### src/rtl/aptr_pkg.sv
package aptr_pkg;

    localparam int ADDR_W   = 32;
    localparam int PAGE_SH  = 12;
    localparam int DIR_SH   = 22;
    localparam int VPN_W    = ADDR_W - PAGE_SH;
    localparam int IDX_W    = DIR_SH - PAGE_SH;
    localparam int MIN_SH   = 25;

    localparam logic [7:0] OFF_CTRL  = 8'h02;
    localparam logic [7:0] OFF_BASE  = 8'h04;
    localparam logic [7:0] OFF_FLUSH = 8'h0C;
    localparam logic [7:0] OFF_SIZE  = 8'h20;
    localparam int         CTRL_EN_BIT = 2;

    typedef enum logic [1:0] {
        WK_IDLE,
        WK_LOOK,
        WK_DIR,
        WK_PTE
    } walk_st_t;

    typedef struct packed {
        logic             v;
        logic [VPN_W-1:0] vpn;
        logic [VPN_W-1:0] ppn;
    } tlb_ent_t;

    function automatic logic aptr_in_window(input logic [ADDR_W-1:0] a,
                                            input logic [ADDR_W-1:0] b,
                                            input logic [2:0]        code);
        logic [ADDR_W-1:0] msk;
        if (code == 3'd7) return 1'b0;
        msk = {ADDR_W{1'b1}} << (MIN_SH + int'(code));
        return ((a ^ b) & msk) == '0;
    endfunction

endpackage

### src/rtl/aptr_regs.sv
module aptr_regs
    import aptr_pkg::*;
(
    input  logic              clk,
    input  logic              rst,
    input  logic              wr_i,
    input  logic [7:0]        addr_i,
    input  logic [ADDR_W-1:0] wdata_i,
    output logic [ADDR_W-1:0] rdata_o,
    output logic              unit_en_o,
    output logic [ADDR_W-1:0] tbl_base_o,
    output logic [2:0]        size_code_o,
    output logic              size_on_o,
    output logic              flush_o
);
    logic [15:0]       ctrl_q;
    logic [ADDR_W-1:0] base_q;
    logic [ADDR_W-1:0] size_q;

    always_ff @(posedge clk) begin
        if (rst) begin
            ctrl_q <= '0;
            base_q <= '0;
            size_q <= '0;
        end else if (wr_i) begin
            case (addr_i)
                OFF_CTRL: ctrl_q <= wdata_i[15:0];
                OFF_BASE: base_q <= wdata_i;
                OFF_SIZE: size_q <= wdata_i;
                default:  ;
            endcase
        end
    end

    always_comb begin
        case (addr_i)
            OFF_CTRL: rdata_o = {16'h0, ctrl_q};
            OFF_BASE: rdata_o = base_q;
            OFF_SIZE: rdata_o = size_q;
            default:  rdata_o = '0;
        endcase
    end

    assign flush_o     = wr_i && (addr_i == OFF_FLUSH) && wdata_i[0];
    assign unit_en_o   = ctrl_q[CTRL_EN_BIT];
    assign tbl_base_o  = base_q;
    assign size_code_o = size_q[3:1];
    assign size_on_o   = size_q[0];
endmodule

### src/rtl/aptr_tlb.sv
module aptr_tlb
    import aptr_pkg::*;
#(
    parameter int ENTRIES = 4
) (
    input  logic               clk,
    input  logic               rst,
    input  logic [VPN_W-1:0]   lk_vpn_i,
    output logic               hit_o,
    output logic [VPN_W-1:0]   hit_ppn_o,
    input  logic               fill_i,
    input  logic [VPN_W-1:0]   fill_vpn_i,
    input  logic [VPN_W-1:0]   fill_ppn_i,
    input  logic               flush_i,
    output logic [ENTRIES-1:0] vld_o
);
    localparam int PTR_W = (ENTRIES > 1) ? $clog2(ENTRIES) : 1;
    localparam logic [PTR_W-1:0] LAST = PTR_W'(ENTRIES - 1);

    tlb_ent_t         ent_q [ENTRIES];
    logic [PTR_W-1:0] ptr_q;
    logic [ENTRIES-1:0] match;

    for (genvar g = 0; g < ENTRIES; g++) begin : g_ent
        assign match[g] = ent_q[g].v && (ent_q[g].vpn == lk_vpn_i);
        assign vld_o[g] = ent_q[g].v;

        always_ff @(posedge clk) begin
            if (rst || flush_i) begin
                ent_q[g] <= '0;
            end else if (fill_i && (ptr_q == PTR_W'(g))) begin
                ent_q[g] <= '{v: 1'b1, vpn: fill_vpn_i, ppn: fill_ppn_i};
            end
        end
    end

    always_ff @(posedge clk) begin
        if (rst || flush_i) begin
            ptr_q <= '0;
        end else if (fill_i) begin
            ptr_q <= (ptr_q == LAST) ? '0 : ptr_q + 1'b1;
        end
    end

    always_comb begin
        hit_o     = |match;
        hit_ppn_o = '0;
        for (int i = 0; i < ENTRIES; i++) begin
            if (match[i]) hit_ppn_o = ent_q[i].ppn;
        end
    end
endmodule

### src/rtl/aptr_walk.sv
module aptr_walk
    import aptr_pkg::*;
(
    input  logic              clk,
    input  logic              rst,
    input  logic              req_valid_i,
    input  logic [ADDR_W-1:0] req_addr_i,
    output logic              req_ready_o,
    output logic [ADDR_W-1:0] cur_addr_o,
    input  logic              xl_on_i,
    input  logic              in_win_i,
    input  logic [ADDR_W-1:0] tbl_base_i,
    input  logic              tlb_hit_i,
    input  logic [VPN_W-1:0]  tlb_ppn_i,
    input  logic              flush_i,
    output logic              fill_o,
    output logic [VPN_W-1:0]  fill_vpn_o,
    output logic [VPN_W-1:0]  fill_ppn_o,
    output logic              mem_rd_valid_o,
    output logic [ADDR_W-1:0] mem_rd_addr_o,
    input  logic              mem_dv_i,
    input  logic [ADDR_W-1:0] mem_data_i,
    output logic              rsp_valid_o,
    output logic [ADDR_W-1:0] rsp_addr_o,
    output logic              rsp_fault_o
);
    walk_st_t          st_q;
    logic [ADDR_W-1:0] addr_q;
    logic [VPN_W-1:0]  tp_q;
    logic              discard_q;
    logic              rv_q, rf_q;
    logic [ADDR_W-1:0] ra_q;

    always_ff @(posedge clk) begin
        if (rst) begin
            st_q      <= WK_IDLE;
            addr_q    <= '0;
            tp_q      <= '0;
            discard_q <= 1'b0;
            rv_q      <= 1'b0;
            rf_q      <= 1'b0;
            ra_q      <= '0;
        end else begin
            rv_q <= 1'b0;
            if (flush_i && st_q != WK_IDLE) discard_q <= 1'b1;
            case (st_q)
                WK_IDLE: if (req_valid_i) begin
                    addr_q    <= req_addr_i;
                    discard_q <= 1'b0;
                    st_q      <= WK_LOOK;
                end
                WK_LOOK: begin
                    if (!xl_on_i) begin
                        rv_q <= 1'b1; rf_q <= 1'b0; ra_q <= addr_q;
                        st_q <= WK_IDLE;
                    end else if (!in_win_i) begin
                        rv_q <= 1'b1; rf_q <= 1'b1; ra_q <= '0;
                        st_q <= WK_IDLE;
                    end else if (tlb_hit_i) begin
                        rv_q <= 1'b1; rf_q <= 1'b0;
                        ra_q <= {tlb_ppn_i, addr_q[PAGE_SH-1:0]};
                        st_q <= WK_IDLE;
                    end else begin
                        st_q <= WK_DIR;
                    end
                end
                WK_DIR: if (mem_dv_i) begin
                    if (!mem_data_i[0]) begin
                        rv_q <= 1'b1; rf_q <= 1'b1; ra_q <= '0;
                        st_q <= WK_IDLE;
                    end else begin
                        tp_q <= mem_data_i[ADDR_W-1:PAGE_SH];
                        st_q <= WK_PTE;
                    end
                end
                WK_PTE: if (mem_dv_i) begin
                    rv_q <= 1'b1;
                    rf_q <= !mem_data_i[0];
                    ra_q <= mem_data_i[0] ?
                            {mem_data_i[ADDR_W-1:PAGE_SH], addr_q[PAGE_SH-1:0]} : '0;
                    st_q <= WK_IDLE;
                end
                default: st_q <= WK_IDLE;
            endcase
        end
    end

    assign req_ready_o    = (st_q == WK_IDLE);
    assign cur_addr_o     = addr_q;
    assign mem_rd_valid_o = (st_q == WK_DIR) || (st_q == WK_PTE);
    assign mem_rd_addr_o  = (st_q == WK_DIR) ?
        {tbl_base_i[ADDR_W-1:PAGE_SH], addr_q[ADDR_W-1:DIR_SH], 2'b00} :
        {tp_q, addr_q[DIR_SH-1:PAGE_SH], 2'b00};

    assign fill_o     = (st_q == WK_PTE) && mem_dv_i && mem_data_i[0]
                        && !discard_q && !flush_i;
    assign fill_vpn_o = addr_q[ADDR_W-1:PAGE_SH];
    assign fill_ppn_o = mem_data_i[ADDR_W-1:PAGE_SH];

    assign rsp_valid_o = rv_q;
    assign rsp_addr_o  = ra_q;
    assign rsp_fault_o = rf_q;

    logic unused_walk;
    assign unused_walk = ^{tbl_base_i[PAGE_SH-1:0], mem_data_i[PAGE_SH-1:1]};
endmodule

### src/rtl/aperture_xlate.sv
module aperture_xlate
    import aptr_pkg::*;
#(
    parameter int TLB_ENTRIES = 4
) (
    input  logic        clk,
    input  logic        rst,
    input  logic [31:0] aper_base_i,
    input  logic        req_valid_i,
    input  logic [31:0] req_addr_i,
    output logic        req_ready_o,
    output logic        rsp_valid_o,
    output logic [31:0] rsp_addr_o,
    output logic        rsp_fault_o,
    output logic        mem_rd_valid_o,
    output logic [31:0] mem_rd_addr_o,
    input  logic        mem_rd_data_valid_i,
    input  logic [31:0] mem_rd_data_i,
    input  logic        reg_wr_i,
    input  logic [7:0]  reg_addr_i,
    input  logic [31:0] reg_wdata_i,
    output logic [31:0] reg_rdata_o
);
    logic              unit_en, size_on, flush_w, xl_on, in_win;
    logic [2:0]        size_code;
    logic [ADDR_W-1:0] tbl_base, cur_addr;
    logic              tlb_hit, fill;
    logic [VPN_W-1:0]  tlb_ppn, fill_vpn, fill_ppn;
    logic [TLB_ENTRIES-1:0] tlb_vld_w;

    aptr_regs u_regs (
        .clk(clk), .rst(rst),
        .wr_i(reg_wr_i), .addr_i(reg_addr_i), .wdata_i(reg_wdata_i),
        .rdata_o(reg_rdata_o),
        .unit_en_o(unit_en), .tbl_base_o(tbl_base),
        .size_code_o(size_code), .size_on_o(size_on), .flush_o(flush_w)
    );

    assign xl_on  = unit_en && size_on;
    assign in_win = aptr_in_window(cur_addr, aper_base_i, size_code);

    aptr_tlb #(.ENTRIES(TLB_ENTRIES)) u_tlb (
        .clk(clk), .rst(rst),
        .lk_vpn_i(cur_addr[ADDR_W-1:PAGE_SH]),
        .hit_o(tlb_hit), .hit_ppn_o(tlb_ppn),
        .fill_i(fill), .fill_vpn_i(fill_vpn), .fill_ppn_i(fill_ppn),
        .flush_i(flush_w), .vld_o(tlb_vld_w)
    );

    aptr_walk u_walk (
        .clk(clk), .rst(rst),
        .req_valid_i(req_valid_i), .req_addr_i(req_addr_i),
        .req_ready_o(req_ready_o), .cur_addr_o(cur_addr),
        .xl_on_i(xl_on), .in_win_i(in_win), .tbl_base_i(tbl_base),
        .tlb_hit_i(tlb_hit), .tlb_ppn_i(tlb_ppn), .flush_i(flush_w),
        .fill_o(fill), .fill_vpn_o(fill_vpn), .fill_ppn_o(fill_ppn),
        .mem_rd_valid_o(mem_rd_valid_o), .mem_rd_addr_o(mem_rd_addr_o),
        .mem_dv_i(mem_rd_data_valid_i), .mem_data_i(mem_rd_data_i),
        .rsp_valid_o(rsp_valid_o), .rsp_addr_o(rsp_addr_o),
        .rsp_fault_o(rsp_fault_o)
    );
endmodule

### config.mk
export PLATFORM = sky130hd
export DESIGN_NAME = aperture_xlate
export DESIGN_NICKNAME = d
export VERILOG_FILES = /design/src/rtl/aptr_pkg.sv /design/src/rtl/aptr_regs.sv /design/src/rtl/aptr_tlb.sv /design/src/rtl/aptr_walk.sv /design/src/rtl/aperture_xlate.sv
export SDC_FILE = /design/constraint.sdc
export NUM_CORES = 1
export LEC_CHECK = 0
export BUFFER_PORTS_ARGS = -buffer_cell sky130_fd_sc_hd__buf_2
export CAP_MARGIN = 15
export CORE_ASPECT_RATIO = 0.75
export CORE_MARGIN = 3
export CORE_UTILIZATION = 35
export DETAILED_ROUTE_END_ITERATION = 10
export SLEW_MARGIN = 5
export SYNTH_ARGS = -nofsm -noshare
export SYNTH_HDL_FRONTEND = slang
export SYNTH_HIERARCHICAL = 1
export SYNTH_SLANG_ARGS = --single-unit
### constraint.sdc
create_clock -name clk -period 9.44 [get_ports clk]
set_clock_uncertainty 0.2 [all_clocks]
set_input_delay 0 -clock clk [delete_from_list [all_inputs] [get_ports clk]]
set_output_delay 0 -clock clk [all_outputs]
set_load 0.005 [all_outputs]
==> run_results.csv <==
group,metric,value,unit
critical_path,start_kind,"register",
critical_path,cpPeakStageDelay,0.81,ns
clocking,cts_buffers,36,
critical_path,crit_slowest_cell,"dfxtp_1",
place,hpwl,30600,microns
sta,rsz0062_at_grt,"no",
clocking,clk_latency,0.53,ns
routing,drcViolationCount,0,
final_layout,area_growth,23.6,%
clocking,clkTransAtPathRegs,0.06,ns
critical_path,crit_path_frequent_cell,"buf_4",
die,die_width,259,microns
routing,wl_per_cell,20.1,microns
die,coreArea,46700,sq um
critical_path,path_cells,"xnor2_1, nand4_1, nor4_1, nand4_1, buf_4, and2_4, o311ai_1, nand3b_1, buf_4, a22o_1, buf_4, a311oi_2",
final_layout,final_cells,2481,
routing,vias_per_cell,5.13,
power,p_total,0.00331,W
synthesis,synth.yosys.warnings,6,
sta,drv_slew,0,
final_layout,final_cell_area,20700,sq um
critical_path,required,9.62,ns
synthesis,netlist_area,16800,sq um
sta,tightest_slew,1.19,ns
critical_path,arrival,4.70,ns
routing,wirelength,49900,microns
synthesis,syn_area_per_cell,10.8,sq um
sta,timing.fmax,221,MHz
power,leakagePower,8.19,nW
place,io_buffers,203,
die,die_area,50600,sq um
sta,hold_viol,0,
die,initial_core_util,0.359,
grt,grt_max_degree,158,
grt,antenna_found_initial,1,
clocking,cts.root.buffer_cell,"clkbuf_16",
place,dp_cells,2249,
clocking,clock-sinks,335,
run_status,status,"finished, final reports clean",
final_layout,final_nets,1971,
die,io_pins,241,
critical_path,cp-end-kind,"register",
grt,grt_pass1_vias,12900,
place,place_congestion,0.801,
sta,fin_crit,4.52,ns
routing,vias,12700,
routing,drt_pass1_iterations,6,
critical_path,cp_max_fo,41,
power,pwr_density_cell,159,nW/um^2
sta,setup_tns,0,ns
worst_hold_path,hold_path.class,"input pin to register",
critical_path,crit_type,"register to register",
power,vdd_ir_drop_max,0.0992,mV
flow_run,cap_violations,0,
grt,grt_usage,0.194,
routing,drt-initial-drc-count,1021,
sta,finalCritPeriodShare,0.479,
die,die_y,196,microns
routing,drtAntennaViolNets,0,
synthesis,synth_cells,1559,
final_layout,drive_above_1_share,0.203,
grt,grt_pass1_wl,76800,microns
clocking,clockBufferDepth,3,
sta,setup_viol,0,
sta,relSlewSlack,0.202,
place,postPlaceCellArea,17900,sq um
grt,grt-ovfl-total,0,
clocking,htree_levels,2,
die,core.rowCount,68,
clocking,cts_tree,"built",
power by group:
part	total, W	internal [W]	switching [W]
clock	0.00143	0.000835	0.000593
sequential	0.00160	0.00157	0.0000353
combinational	0.000275	0.000134	0.000140
stage by stage:
| step | setup WS, ns | util | hold WS [ns] |
|---|---|---|---|
| 2_1_floorplan | 6.46 | - | -0.0640 |
| 3_3_place_gp | 5.00 | 0.384 | 0.0478 |
| 3_5_place_dp | 4.97 | 0.384 | 0.0497 |
| 4_1_cts | 4.93 | 0.443 | 0.0707 |
| 5_1_grt | 4.65 | 0.444 | 0.116 |
| 6_report | 4.92 | 0.444 | 0.112 |
timing repair:
action,4_1_cts,5_1_grt
setup buffers,0,0
hold buffers,163,0
resized for setup,0,0
endpoints found under the hold margin,246,0
worst paths after layout:
path                                 startpoint                            endpoint  slack (ns)  cells past startpoint
max          u_walk/cur_addr_o[30]$_SDFFE_PP0P_  u_walk/rsp_addr_o[20]$_SDFFE_PP0P_        4.92                     12
min                             reg_wdata_i[16]      u_regs/size_q[16]$_SDFFE_PP0P_        0.11                      4
max reg2reg  u_walk/cur_addr_o[30]$_SDFFE_PP0P_  u_walk/rsp_addr_o[20]$_SDFFE_PP0P_        4.92                     12
min reg2reg         u_walk/tp_q[2]$_SDFFE_PP0P_         u_walk/tp_q[2]$_SDFFE_PP0P_        0.25                      2
cell usage in the layout, fill, tap and decap left out, types with 27 or more instances in the layout:
cell,count
edfxtp_1,163
buf_2,202
a21oi_1,58
xnor2_1,69
clkbuf_16,37
nor2_1,48
nand2b_1,128
mux2i_1,113
and2_1,161
buf_4,27
nand2_1,132
mux2_2,30
dfxtp_1,172
dlygate4sd3_1,163
routing by layer:
metal,vias up,global-route usage,routed length (microns)
li1,5947,-,-
met1,6289,0.272,23000
met2,414,0.305,22400
met3,74,0.0421,3460
met4,2,0.0467,1020
met5,-,0,13
critical path: cells and delay by family (launching register included):
kind / cells / cell delay [ns]
simple gates: 5 / 1.40
buf+inv: 3 / 1.02
flops: 1 / 0.81
compound gates: 3 / 0.68
xor+xnor: 1 / 0.19
registers in the layout, summed over array words and instances, names as in the netlist:
signal,count
u_walk/tp_q,20
u_walk/rsp_fault_o,1
u_walk/cur_addr_o,32
u_tlb/ent_q,164
u_walk/discard_q,1
u_regs/size_q,32
u_walk/rsp_valid_o,1
u_regs/tbl_base_o,32
u_regs/ctrl_q,16
u_tlb/ptr_q,2
u_walk/rsp_addr_o,32
u_walk/st_q,2
layout make-up:
type,count,area [sq um]
antenna,1,2.50
clock inverter,9,126
fill,4334,26000
inverter,22,82.6
multi-input combinational,1032,7480
clock buffer,57,1030
tap,630,788
sequential,335,8340
timing repair buffer,395,2900
Power figures use the tool's default switching activity.
